$ cat src/rtl/scrub_pkg.sv
package scrub_pkg;
   typedef enum logic [1:0] {
      OP_ACT = 2'd0,
      OP_RD  = 2'd1,
      OP_WR  = 2'd2,
      OP_PRE = 2'd3
   } scrub_op_e;

   typedef enum logic [2:0] {
      ST_ACT,
      ST_RD,
      ST_DATA,
      ST_WR,
      ST_PRE
   } scrub_st_e;
endpackage

$ cat src/rtl/scrub_ecc.sv
module scrub_ecc #(
   parameter int DATA_W = 128,
   parameter int CHK_W  = 8
) (
   input  logic [DATA_W-1:0] rd_data,
   input  logic [CHK_W-1:0]  rd_chk,
   output logic [DATA_W-1:0] fix_data,
   output logic [CHK_W-1:0]  fix_chk,
   output logic              err_ce,
   output logic              err_ue
);
   localparam int CW = DATA_W + CHK_W;
   localparam logic [CHK_W-1:0] CW_V = CHK_W'(CW);

   if ((1 << CHK_W) <= CW) begin : g_bad_cfg
      $error("scrub_ecc: CHK_W too small for DATA_W");
   end

   function automatic logic [DATA_W-1:0] chk_mask(input int j);
      logic [DATA_W-1:0] m;
      int cnt;
      m = '0;
      cnt = 0;
      for (int p = 1; p <= CW; p++) begin
         if ((p & (p - 1)) != 0) begin
            if (((p >> j) & 1) == 1) m[cnt] = 1'b1;
            cnt++;
         end
      end
      return m;
   endfunction

   function automatic int data_pos(input int idx);
      int cnt;
      int pos;
      cnt = 0;
      pos = 0;
      for (int p = 1; p <= CW; p++) begin
         if ((p & (p - 1)) != 0) begin
            if (cnt == idx) pos = p;
            cnt++;
         end
      end
      return pos;
   endfunction

   logic [CHK_W-1:0] calc_rd;
   logic [CHK_W-1:0] syn;

   for (genvar gj = 0; gj < CHK_W; gj++) begin : g_par
      localparam logic [DATA_W-1:0] MASK = chk_mask(gj);
      assign calc_rd[gj] = ^(rd_data & MASK);
      assign fix_chk[gj] = ^(fix_data & MASK);
   end

   assign syn = rd_chk ^ calc_rd;

   for (genvar gi = 0; gi < DATA_W; gi++) begin : g_fix
      localparam int POS = data_pos(gi);
      assign fix_data[gi] = rd_data[gi] ^ (syn == CHK_W'(POS));
   end

   assign err_ce = (syn != '0) && (syn <= CW_V);
   assign err_ue = (syn > CW_V);
endmodule

$ cat src/rtl/scrub_addr_gen.sv
module scrub_addr_gen #(
   parameter int BANK_W = 2,
   parameter int ROW_W  = 10,
   parameter int COL_W  = 8
) (
   input  logic              clk,
   input  logic              rst_n,
   input  logic              step,
   output logic [BANK_W-1:0] bank,
   output logic [ROW_W-1:0]  row,
   output logic [COL_W-1:0]  col,
   output logic              pass_last
);
   always_ff @(posedge clk) begin
      if (!rst_n) begin
         bank <= '0;
         row  <= '0;
         col  <= '0;
      end else if (step) begin
         bank <= bank + 1'b1;
         if (&bank) begin
            row <= row + 1'b1;
            if (&row) col <= col + 1'b1;
         end
      end
   end

   assign pass_last = (&bank) & (&row);
endmodule

$ cat src/rtl/scrub_err_log.sv
module scrub_err_log #(
   parameter int ADDR_W = 20,
   parameter int CNT_W  = 16
) (
   input  logic              clk,
   input  logic              rst_n,
   input  logic              hit_ce,
   input  logic              hit_ue,
   input  logic [ADDR_W-1:0] addr,
   output logic              ce_flag,
   output logic              ue_flag,
   output logic [CNT_W-1:0]  ce_cnt,
   output logic [CNT_W-1:0]  ue_cnt,
   output logic [ADDR_W-1:0] ue_addr
);
   always_ff @(posedge clk) begin
      if (!rst_n) begin
         ce_flag <= 1'b0;
         ue_flag <= 1'b0;
         ce_cnt  <= '0;
         ue_cnt  <= '0;
         ue_addr <= '0;
      end else begin
         if (hit_ce) begin
            ce_flag <= 1'b1;
            if (!(&ce_cnt)) ce_cnt <= ce_cnt + 1'b1;
         end
         if (hit_ue) begin
            ue_flag <= 1'b1;
            if (!(&ue_cnt)) ue_cnt <= ue_cnt + 1'b1;
            if (!ue_flag) ue_addr <= addr;
         end
      end
   end
endmodule

$ cat src/rtl/scrub_refresh_seq.sv
module scrub_refresh_seq
   import scrub_pkg::*;
#(
   parameter int BANK_W      = 2,
   parameter int ROW_W       = 10,
   parameter int COL_W       = 8,
   parameter int DATA_W      = 128,
   parameter int CHK_W       = 8,
   parameter int CNT_W       = 16,
   parameter int T_RCD       = 3,
   parameter int T_WR        = 3,
   parameter int T_RP        = 3,
   parameter int GAP_CYC     = 1600,
   parameter int WIN_CYC     = 12_800_000,
   parameter int URGENT_LEAD = 1_000_000
) (
   input  logic                            clk,
   input  logic                            rst_n,
   input  logic                            grant,
   output logic                            cmd_valid,
   output logic [1:0]                      cmd_op,
   output logic [BANK_W-1:0]               cmd_bank,
   output logic [ROW_W-1:0]                cmd_row,
   output logic [COL_W-1:0]                cmd_col,
   output logic [DATA_W-1:0]               wr_data,
   output logic [CHK_W-1:0]                wr_chk,
   input  logic                            rd_valid,
   input  logic [DATA_W-1:0]               rd_data,
   input  logic [CHK_W-1:0]                rd_chk,
   output logic                            urgent,
   output logic                            ce_flag,
   output logic                            ue_flag,
   output logic [CNT_W-1:0]                ce_count,
   output logic [CNT_W-1:0]                ue_count,
   output logic [COL_W+ROW_W+BANK_W-1:0]   ue_addr
);
   localparam int ADDR_W   = COL_W + ROW_W + BANK_W;
   localparam int IDLE_CYC = (GAP_CYC > T_RP) ? GAP_CYC : T_RP;
   localparam int MAX_WAIT = (IDLE_CYC > T_RCD) ? ((IDLE_CYC > T_WR) ? IDLE_CYC : T_WR)
                                                : ((T_RCD > T_WR) ? T_RCD : T_WR);
   localparam int WAIT_W   = $clog2(MAX_WAIT + 1);
   localparam int TIM_W    = $clog2(WIN_CYC + 1);
   localparam longint STEPS     = longint'(1) << (BANK_W + ROW_W);
   localparam longint PASS_WORST = STEPS * longint'(IDLE_CYC + T_RCD + T_WR + 8);
   localparam logic [TIM_W-1:0] WIN_V = TIM_W'(WIN_CYC);
   localparam logic [TIM_W-1:0] URG_V = TIM_W'(WIN_CYC - URGENT_LEAD);

   if (T_RCD < 1 || T_WR < 1 || T_RP < 1 || GAP_CYC < 1) begin : g_bad_tim
      $error("scrub_refresh_seq: timing minimums must be at least 1");
   end
   if (URGENT_LEAD < 1 || URGENT_LEAD >= WIN_CYC) begin : g_bad_lead
      $error("scrub_refresh_seq: URGENT_LEAD out of range");
   end
   if (PASS_WORST > longint'(WIN_CYC - URGENT_LEAD)) begin : g_bad_win
      $error("scrub_refresh_seq: a full pass cannot fit in the retention window");
   end

   scrub_st_e         st_q;
   logic [WAIT_W-1:0] wait_q;
   logic [TIM_W-1:0]  pass_tmr_q;
   logic [DATA_W-1:0] wb_data_q;
   logic [CHK_W-1:0]  wb_chk_q;
   scrub_op_e         op_e;
   logic              issue;
   logic              step;
   logic              pass_last;
   logic [DATA_W-1:0] fix_data;
   logic [CHK_W-1:0]  fix_chk;
   logic              err_ce;
   logic              err_ue;
   logic              hit_ce;
   logic              hit_ue;

   scrub_ecc #(.DATA_W(DATA_W), .CHK_W(CHK_W)) u_ecc (
      .rd_data  (rd_data),
      .rd_chk   (rd_chk),
      .fix_data (fix_data),
      .fix_chk  (fix_chk),
      .err_ce   (err_ce),
      .err_ue   (err_ue)
   );

   scrub_addr_gen #(.BANK_W(BANK_W), .ROW_W(ROW_W), .COL_W(COL_W)) u_addr (
      .clk       (clk),
      .rst_n     (rst_n),
      .step      (step),
      .bank      (cmd_bank),
      .row       (cmd_row),
      .col       (cmd_col),
      .pass_last (pass_last)
   );

   scrub_err_log #(.ADDR_W(ADDR_W), .CNT_W(CNT_W)) u_log (
      .clk     (clk),
      .rst_n   (rst_n),
      .hit_ce  (hit_ce),
      .hit_ue  (hit_ue),
      .addr    ({cmd_col, cmd_row, cmd_bank}),
      .ce_flag (ce_flag),
      .ue_flag (ue_flag),
      .ce_cnt  (ce_count),
      .ue_cnt  (ue_count),
      .ue_addr (ue_addr)
   );

   always_comb begin
      case (st_q)
         ST_RD:   op_e = OP_RD;
         ST_WR:   op_e = OP_WR;
         ST_PRE:  op_e = OP_PRE;
         default: op_e = OP_ACT;
      endcase
   end

   assign cmd_valid = (st_q != ST_DATA) && (wait_q == '0);
   assign cmd_op    = op_e;
   assign issue     = cmd_valid && grant;
   assign step      = issue && (st_q == ST_PRE);
   assign hit_ce    = (st_q == ST_DATA) && rd_valid && err_ce;
   assign hit_ue    = (st_q == ST_DATA) && rd_valid && err_ue;
   assign wr_data   = wb_data_q;
   assign wr_chk    = wb_chk_q;
   assign urgent    = (pass_tmr_q >= URG_V);

   always_ff @(posedge clk) begin
      if (!rst_n) begin
         st_q      <= ST_ACT;
         wait_q    <= WAIT_W'(1);
         wb_data_q <= '0;
         wb_chk_q  <= '0;
      end else begin
         if (wait_q != '0) wait_q <= wait_q - 1'b1;
         case (st_q)
            ST_ACT: if (issue) begin
               st_q   <= ST_RD;
               wait_q <= WAIT_W'(T_RCD - 1);
            end
            ST_RD: if (issue) st_q <= ST_DATA;
            ST_DATA: if (rd_valid) begin
               if (err_ce) begin
                  st_q      <= ST_WR;
                  wb_data_q <= fix_data;
                  wb_chk_q  <= fix_chk;
               end else begin
                  st_q <= ST_PRE;
               end
            end
            ST_WR: if (issue) begin
               st_q   <= ST_PRE;
               wait_q <= WAIT_W'(T_WR - 1);
            end
            ST_PRE: if (issue) begin
               st_q   <= ST_ACT;
               wait_q <= WAIT_W'(IDLE_CYC - 1);
            end
            default: st_q <= ST_ACT;
         endcase
      end
   end

   always_ff @(posedge clk) begin
      if (!rst_n) begin
         pass_tmr_q <= '0;
      end else if (step && pass_last) begin
         pass_tmr_q <= '0;
      end else if (pass_tmr_q != WIN_V) begin
         pass_tmr_q <= pass_tmr_q + 1'b1;
      end
   end
endmodule

$ cat config.mk
export PLATFORM = sky130hd
export DESIGN_NAME = scrub_refresh_seq
export DESIGN_NICKNAME = d
export VERILOG_FILES = /design/src/rtl/scrub_pkg.sv /design/src/rtl/scrub_ecc.sv /design/src/rtl/scrub_addr_gen.sv /design/src/rtl/scrub_err_log.sv /design/src/rtl/scrub_refresh_seq.sv
export SDC_FILE = /design/constraint.sdc
export NUM_CORES = 1
export LEC_CHECK = 0
export ABC_CLOCK_PERIOD_IN_PS = 16450
export CAP_MARGIN = 20
export CORE_ASPECT_RATIO = 1.1
export CORE_UTILIZATION = 57
export DETAILED_ROUTE_END_ITERATION = 10
export PLACE_DENSITY = 0.87
export SYNTH_ARGS = -nofsm -noshare
export SYNTH_HDL_FRONTEND = slang
export SYNTH_HIERARCHICAL = 1
export SYNTH_SLANG_ARGS = --single-unit
$ cat constraint.sdc
create_clock -name clk -period 16.45 [get_ports clk]
set_clock_uncertainty 0.05 [all_clocks]
set_input_delay 3.29 -clock clk [delete_from_list [all_inputs] [get_ports clk]]
set_output_delay 3.29 -clock clk [all_outputs]
set_load 0.01 [all_outputs]
# Yosys cells after proc, flatten, opt, wreduce, memory -nomap -nowiden

Cells that the tools add are included.

Register bits after elaboration: 248
Output and inout port bits: 214

$add $sub $neg: 7
$lt $le $gt $ge: 3
Eq/ne operators: 139
Mux-type cells: 12
Bitwise operators: 134
Reduce and logical (&&, ||, !) cells: 41

Operators with widths:

| kind                    | number |
|---|---|
| $reduce_xor A128 Y1     | 16 |
| $eq A8 B7 Y1 const B    | 63 |
| $eq A8 B6 Y1 const B    | 31 |
| $xor A1 B1 Y1           | 128 |
| $eq A8 B5 Y1 const B    | 15 |
| $eq A8 B8 Y1 const B    | 8 |
| $eq A8 B4 Y1 const B    | 7 |
| $mux W11                | 3 |
| $add A16 B1 Y16 const B | 2 |
| $reduce_and A16 Y1      | 2 |
| $add A24 B1 Y24 const B | 1 |
| $eq A8 B3 Y1 const B    | 3 |
| $ge A24 B24 Y1 const B  | 1 |
| $ne A24 B24 Y1 const B  | 1 |
| $pmux W11 S2            | 1 |
| $mux W3                 | 6 |
| $pmux W3 S5             | 1 |
| $reduce_and A13 Y1      | 1 |
| $logic_not A11 Y1       | 1 |
| $reduce_bool A11 Y1     | 1 |
| $sub A11 B1 Y11 const B | 1 |
| $add A10 B1 Y10 const B | 1 |
| $ne A2 B2 Y1 const B    | 5 |
| $reduce_and A10 Y1      | 1 |
| 20 further kinds        | 36 |

# Logic depth before layout (Yosys ltp)

Depth after elaboration: 7
Mapped depth: 21
Gate-level depth less buffers: 17

# By module

The synthesis kept the hierarchy.

Modules (own cells, without submodules):

| module            | instances | cells an instance | area each (um^2) | sequential area each (um^2) |
|---|---|---|---|---|
| scrub_ecc         | 1         | 855               | 7458.4           | 0.0 |
| scrub_refresh_seq | 1         | 844               | 7045.5           | 3483.3 |
| scrub_err_log     | 1         | 278               | 2321.0           | 1081.0 |
| scrub_addr_gen    | 1         | 104               | 905.9            | 400.4 |

# Least setup slack after synthesis

OpenSTA, ideal clock, no wires.

Path kind: input port to flip-flop
Start: in rd_data[8]
End: reg u_log.ce_cnt[15]
Setup time: 0.070 ns
Data arrival time: 7.978 ns
Data required time: 16.330 ns
Slack: 8.352 ns
Cell stages on the path: 20
Path buffers: 3
Cells stage by stage: xnor2_1 > xnor3_1 > xnor3_1 > xnor3_1 > xnor2_2 > xor2_1 > nor2_1 > clkbuf_1 > nand2_1 > nand2_1 > a31oi_1 > a31oi_1 > nand3_1 > inv_2 > clkbuf_1 > nand2_1 > or4_1 > buf_2 > or4_1 > a21oi_1

Word-level cells in the longest chain between the ends: 6
Elaborated cells on any way between the ends: 9
Classes of those cells: order compare (1); bitwise (1); reduce/logical (7)

RTL lines:

| what                                               | RTL line                 | text |
|---|---|---|
| start, declared                                    | scrub_refresh_seq.sv:28  | `input logic [DATA_W-1:0] rd_data,` |
| $reduce_xor A128 Y1                                | scrub_ecc.sv:52          | `assign calc_rd[gj] = ^(rd_data & MASK);` |
| $xor A8 B8 Y8 (*)                                  | scrub_ecc.sv:56          | `assign syn = rd_chk ^ calc_rd;` |
| $le A8 B8 Y1 or $reduce_bool A8 Y1 (tied branches) | scrub_ecc.sv:63          | `assign err_ce = (syn != '0) && (syn <= CW_V);` |
| $logic_and A1 B1 Y1 (*)                            | scrub_ecc.sv:63          |  |
| named net err_ce                                   | scrub_refresh_seq.sv:69  | `logic err_ce;` |
| $logic_and A1 B1 Y1 (*)                            | scrub_refresh_seq.sv:119 | `assign hit_ce = (st_q == ST_DATA) && rd_valid && err_ce;` |
| named net hit_ce                                   | scrub_refresh_seq.sv:71  | `logic hit_ce;` |
| $reduce_and A2 Y1 (no source line) (*)             | n/a                      |  |
| end signal, assigned                               | scrub_err_log.sv:26      | `if (!(&ce_cnt)) ce_cnt <= ce_cnt + 1'b1;` |
| end, declared                                      | scrub_err_log.sv:12      | `output logic [CNT_W-1:0] ce_cnt,` |

The timed path passes the listed nets; every way through them passes the cells marked *.
A chain may end at the register's enable or synchronous reset.

# Worst setup path in the final report

Start: in rd_data[39]
End: reg wb_chk_q[2], in the netlist wr_chk[2]

Word-level cells in the longest chain between the ends: 5
Elaborated cells on any way between the ends: 144
Classes of those cells: order compare (1); eq/ne (67); bitwise (68); reduce/logical (8)

RTL lines:

| what                    | RTL line                 | text |
|---|---|---|
| $reduce_xor A128 Y1     | scrub_ecc.sv:52          |  |
| $xor A8 B8 Y8 (*)       | scrub_ecc.sv:56          |  |
| $eq A8 B7 Y1 (*)        | scrub_ecc.sv:60          | `assign fix_data[gi] = rd_data[gi] ^ (syn == CHK_W'(POS));` |
| $xor A1 B1 Y1 (*)       | scrub_ecc.sv:60          |  |
| named net fix_data[77]  | scrub_refresh_seq.sv:67  | `logic [DATA_W-1:0] fix_data;` |
| $reduce_xor A128 Y1 (*) | scrub_ecc.sv:53          | `assign fix_chk[gj] = ^(fix_data & MASK);` |
| named net fix_chk[2]    | scrub_refresh_seq.sv:68  | `logic [CHK_W-1:0] fix_chk;` |
| end signal, assigned    | scrub_refresh_seq.sv:143 | `wb_chk_q <= fix_chk;` |
| end, declared           | scrub_refresh_seq.sv:62  | `logic [CHK_W-1:0] wb_chk_q;` |

Marks and branches as above.

==> flow_summary.ini <==
[outcome]
status = finished clean

[clocking]
hold_buffers = 0
cts_resized = 0
cts_tree = yes
cts.path.max_buffers = 3
post_cts_buffers = 0
htree_levels = 1
cts_buffers = 27
insertion_delay_ps = 540
clock-root-buffer = clkbuf_16
clkTransAtPathRegs_ps = 60
clkSinkCount = 248

[timing]
tns_ps = 0
maxSlewViolCount = 0
finalSetupViolations = 0
slew_headroom_pct = 29.7
grt_setup_unrepaired = false
period_needed_ps = 9670
hold_viol = 0
period_share_pct = 58.8
whs_ps = 402
tightest_slew_ps = 1050
max_freq_ghz = 0.103

[final_layout]
syn2layout_area_growth_pct = 27.3
finalInstanceArea_um2 = 22600
layout.cells.non_filler = 2816
nets = 2529
drive_gt1_share_pct = 4.71

[detailed_routing]
dr.pass1.iters = 5
drt_wl_total_um = 59500
drcViolationCount = 0
num_vias = 16300
viasPerCell = 5.79
wl_per_cell_um = 21.1
antenna_left = 0
drt_iter0_markers = 1393

[yosys]
yosys_warnings = 6
ys.flop_type = dfxtp_1
synth_cell_types = 76
ys_ff_latch = 248
netlist_instances = 2081
async_reset_ff_share_pct = 0
ys_seq_area_share_pct = 28.0
synth-edff-count = 0
synth_nets = 2229
synth_area_per_cell_um2 = 8.52
netlist_area_um2 = 17700

[worst_setup_path]
crit_fanout = 17
crit_type = primary input to register
required_ps = 16840
ff2ff_setup_slack_ps = 12600
arrival_ps = 10050
cp-start-kind = primary input
endpoint = wr_chk[2]$_SDFFE_PN0P_
crit_path_start = rd_data[39]
r2r-end = u_log/ce_cnt[15]$_SDFFE_PN0P_
end_kind = register
rr_worst_depth = 7
reg2reg_from = st_q[2]$_SDFFE_PN0P_

[global_route]
grt_max_degree = 101
grt_pass1_wl_um = 90200
antenna_found_initial = 0
overflow = 0
globalRouteTotalUtil_pct = 36.7
grt_pass1_vias = 15900

[power_and_ir_drop]
total_power_mw = 4.75
power.leakage_nw = 7.89
pwr_density_cell_nw_per_um2 = 211
ir_drop_v = 0.000316

[job]
cap_violations = 0

[placement]
dpl_cell_area_um2 = 21500
gp_congestion = 1.01
detailedPlacementHpwl_um = 45400
dp.cells = 2765
portBuffers = 353

[floorplanning]
die_y_um = 187
die_w_um = 170
num_io_pins = 354
core_area_um2 = 30500
die_area_um2 = 31800
rows = 67
start_util_pct = 58.1

[hold_path]
hold_class = register to register
hold_path_depth = 2
[stage by stage]
| stage | worst slack (ps) | utilization, % |
|---|---|---|
| final | 6780 | 73.9 |
| after detailed placement | 6460 | 70.4 |
| after global routing | 6680 | 73.9 |
| after CTS | 7020 | 73.9 |
| after global placement | 6500 | 70.4 |
| after floorplan | 8350 | - |
[state kept, by name, summed over array words and instances, names as in the netlist]
name           count
u_log/ue_cnt      16
u_log/ue_addr     20
u_addr/row        10
u_log/ce_flag      1
u_log/ce_cnt      16
pass_tmr_q        24
u_addr/bank        2
u_log/ue_flag      1
wr_data          128
u_addr/col         8
st_q               3
wait_q            11
wr_chk             8
[placed cells by master, fill, tap and decap left out, types with 6 or more instances in the layout]
cell type          n
a21oi_1           59
o211ai_1           6
nor4_1            13
xnor2_2           17
dfxtp_1          248
xnor3_1           57
a21boi_1         107
xnor2_1          399
clkdlybuf4s50_1  352
or3_1             18
nand3_1          113
and4_1             9
nor2_1            61
a21boi_0          33
or4_1             21
o21ai_0           24
ha_1               8
o31ai_1           15
buf_4             14
xor2_1           129
mux2i_1           13
nand2_1          392
inv_1             68
nor3_1            19
clkbuf_16         27
nand4_1           25
nand2b_1          13
nor2b_1           12
a31oi_1           11
clkbuf_8           9
and3_1             8
bufinv_16          8
and2_1            13
[per-layer routing]
layer | GRT usage, % | vias up | routed length [µm]
met2 | 62.7 | 863 | 28400
met1 | 42.6 | 7702 | 21900
li1 | - | 7518 | -
met5 | 0 | - | 0
met4 | 20.6 | 0 | 3820
met3 | 7.62 | 231 | 5400
[worst min-delay path by stage]
stage / end / startpoint / slack, ps
after floorplan: pass_tmr_q[23]$_SDFFE_PP0P_ / pass_tmr_q[23]$_SDFFE_PP0P_ / 410
after global routing: wr_data[121]$_SDFFE_PN0P_ / wr_data[121]$_SDFFE_PN0P_ / 420
after detailed placement: wr_data[62]$_SDFFE_PN0P_ / wr_data[62]$_SDFFE_PN0P_ / 400
after global placement: u_log/ue_addr[15]$_SDFFE_PN0P_ / u_log/ue_addr[15]$_SDFFE_PN0P_ / 390
final: wr_data[60]$_SDFFE_PN0P_ / wr_data[60]$_SDFFE_PN0P_ / 400
after CTS: wr_data[102]$_SDFFE_PN0P_ / wr_data[102]$_SDFFE_PN0P_ / 400
[final cells by class]
type	instances	area, µm²
tap	414	518
sequential	248	4960
antenna	1	2.50
timing repair buffer	367	3630
inverter	72	273
clock buffer	38	807
multi-input combinational	1665	12100
fill	2244	7950
clock inverter	11	259
[cells by family after synthesis]
family                   count (synthesis)  share of synthesized area, %
AND/OR/NAND/NOR                        749                          19.9
XOR/XNOR                               608                          35.7
AO/OA/AOI/OAI                          284                          11.1
flip-flops                             248                          28.0
buffers and inverters                  168                          3.91
multiplexers                            16                         0.903
adder cells (fa/ha/maj)                  8                         0.565
[synth_stat cells (15+ instances only)]
library cell,count,area (µm²)
mux2i_1,16,160
nand4_1,25,156
a21boi_1,107,803
xnor2_2,17,277
xnor2_1,399,3490
nor2_1,61,229
xor2_1,129,1130
dfxtp_1,248,4960
o31ai_1,15,113
or4_1,21,158
clkbuf_1,52,195
nand2_1,392,1470
xnor3_1,57,1280
a21boi_0,33,248
a21oi_1,59,295
inv_1,68,255
or3_1,18,113
buf_2,30,150
o21ai_0,24,120
nand3_1,114,571
nor3_1,19,95.1
[where the power goes]
part,total [mW],switching [mW],internal [mW]
Combinational,3.40,2.03,1.37
Sequential,0.632,0.0169,0.615
Clock,0.718,0.253,0.465
Total,4.75,2.30,2.45
[worst max-delay path, cell delays in order]
cell             delay (ps)
clkdlybuf4s50_1         550
xnor2_1                 600
xnor2_1                 190
xnor2_1                 170
xnor2_1                 220
xnor2_1                 110
xnor2_1                 640
mux2i_2                 770
buf_4                   410
and2_1                  400
nand2_1                 110
xnor2_1                 650
xnor3_1                 510
xor2_1                  430
xnor3_1                 420
xnor3_1                 390
nand2_1                  80
a21boi_1                 70
Power figures use the tool's default switching activity.
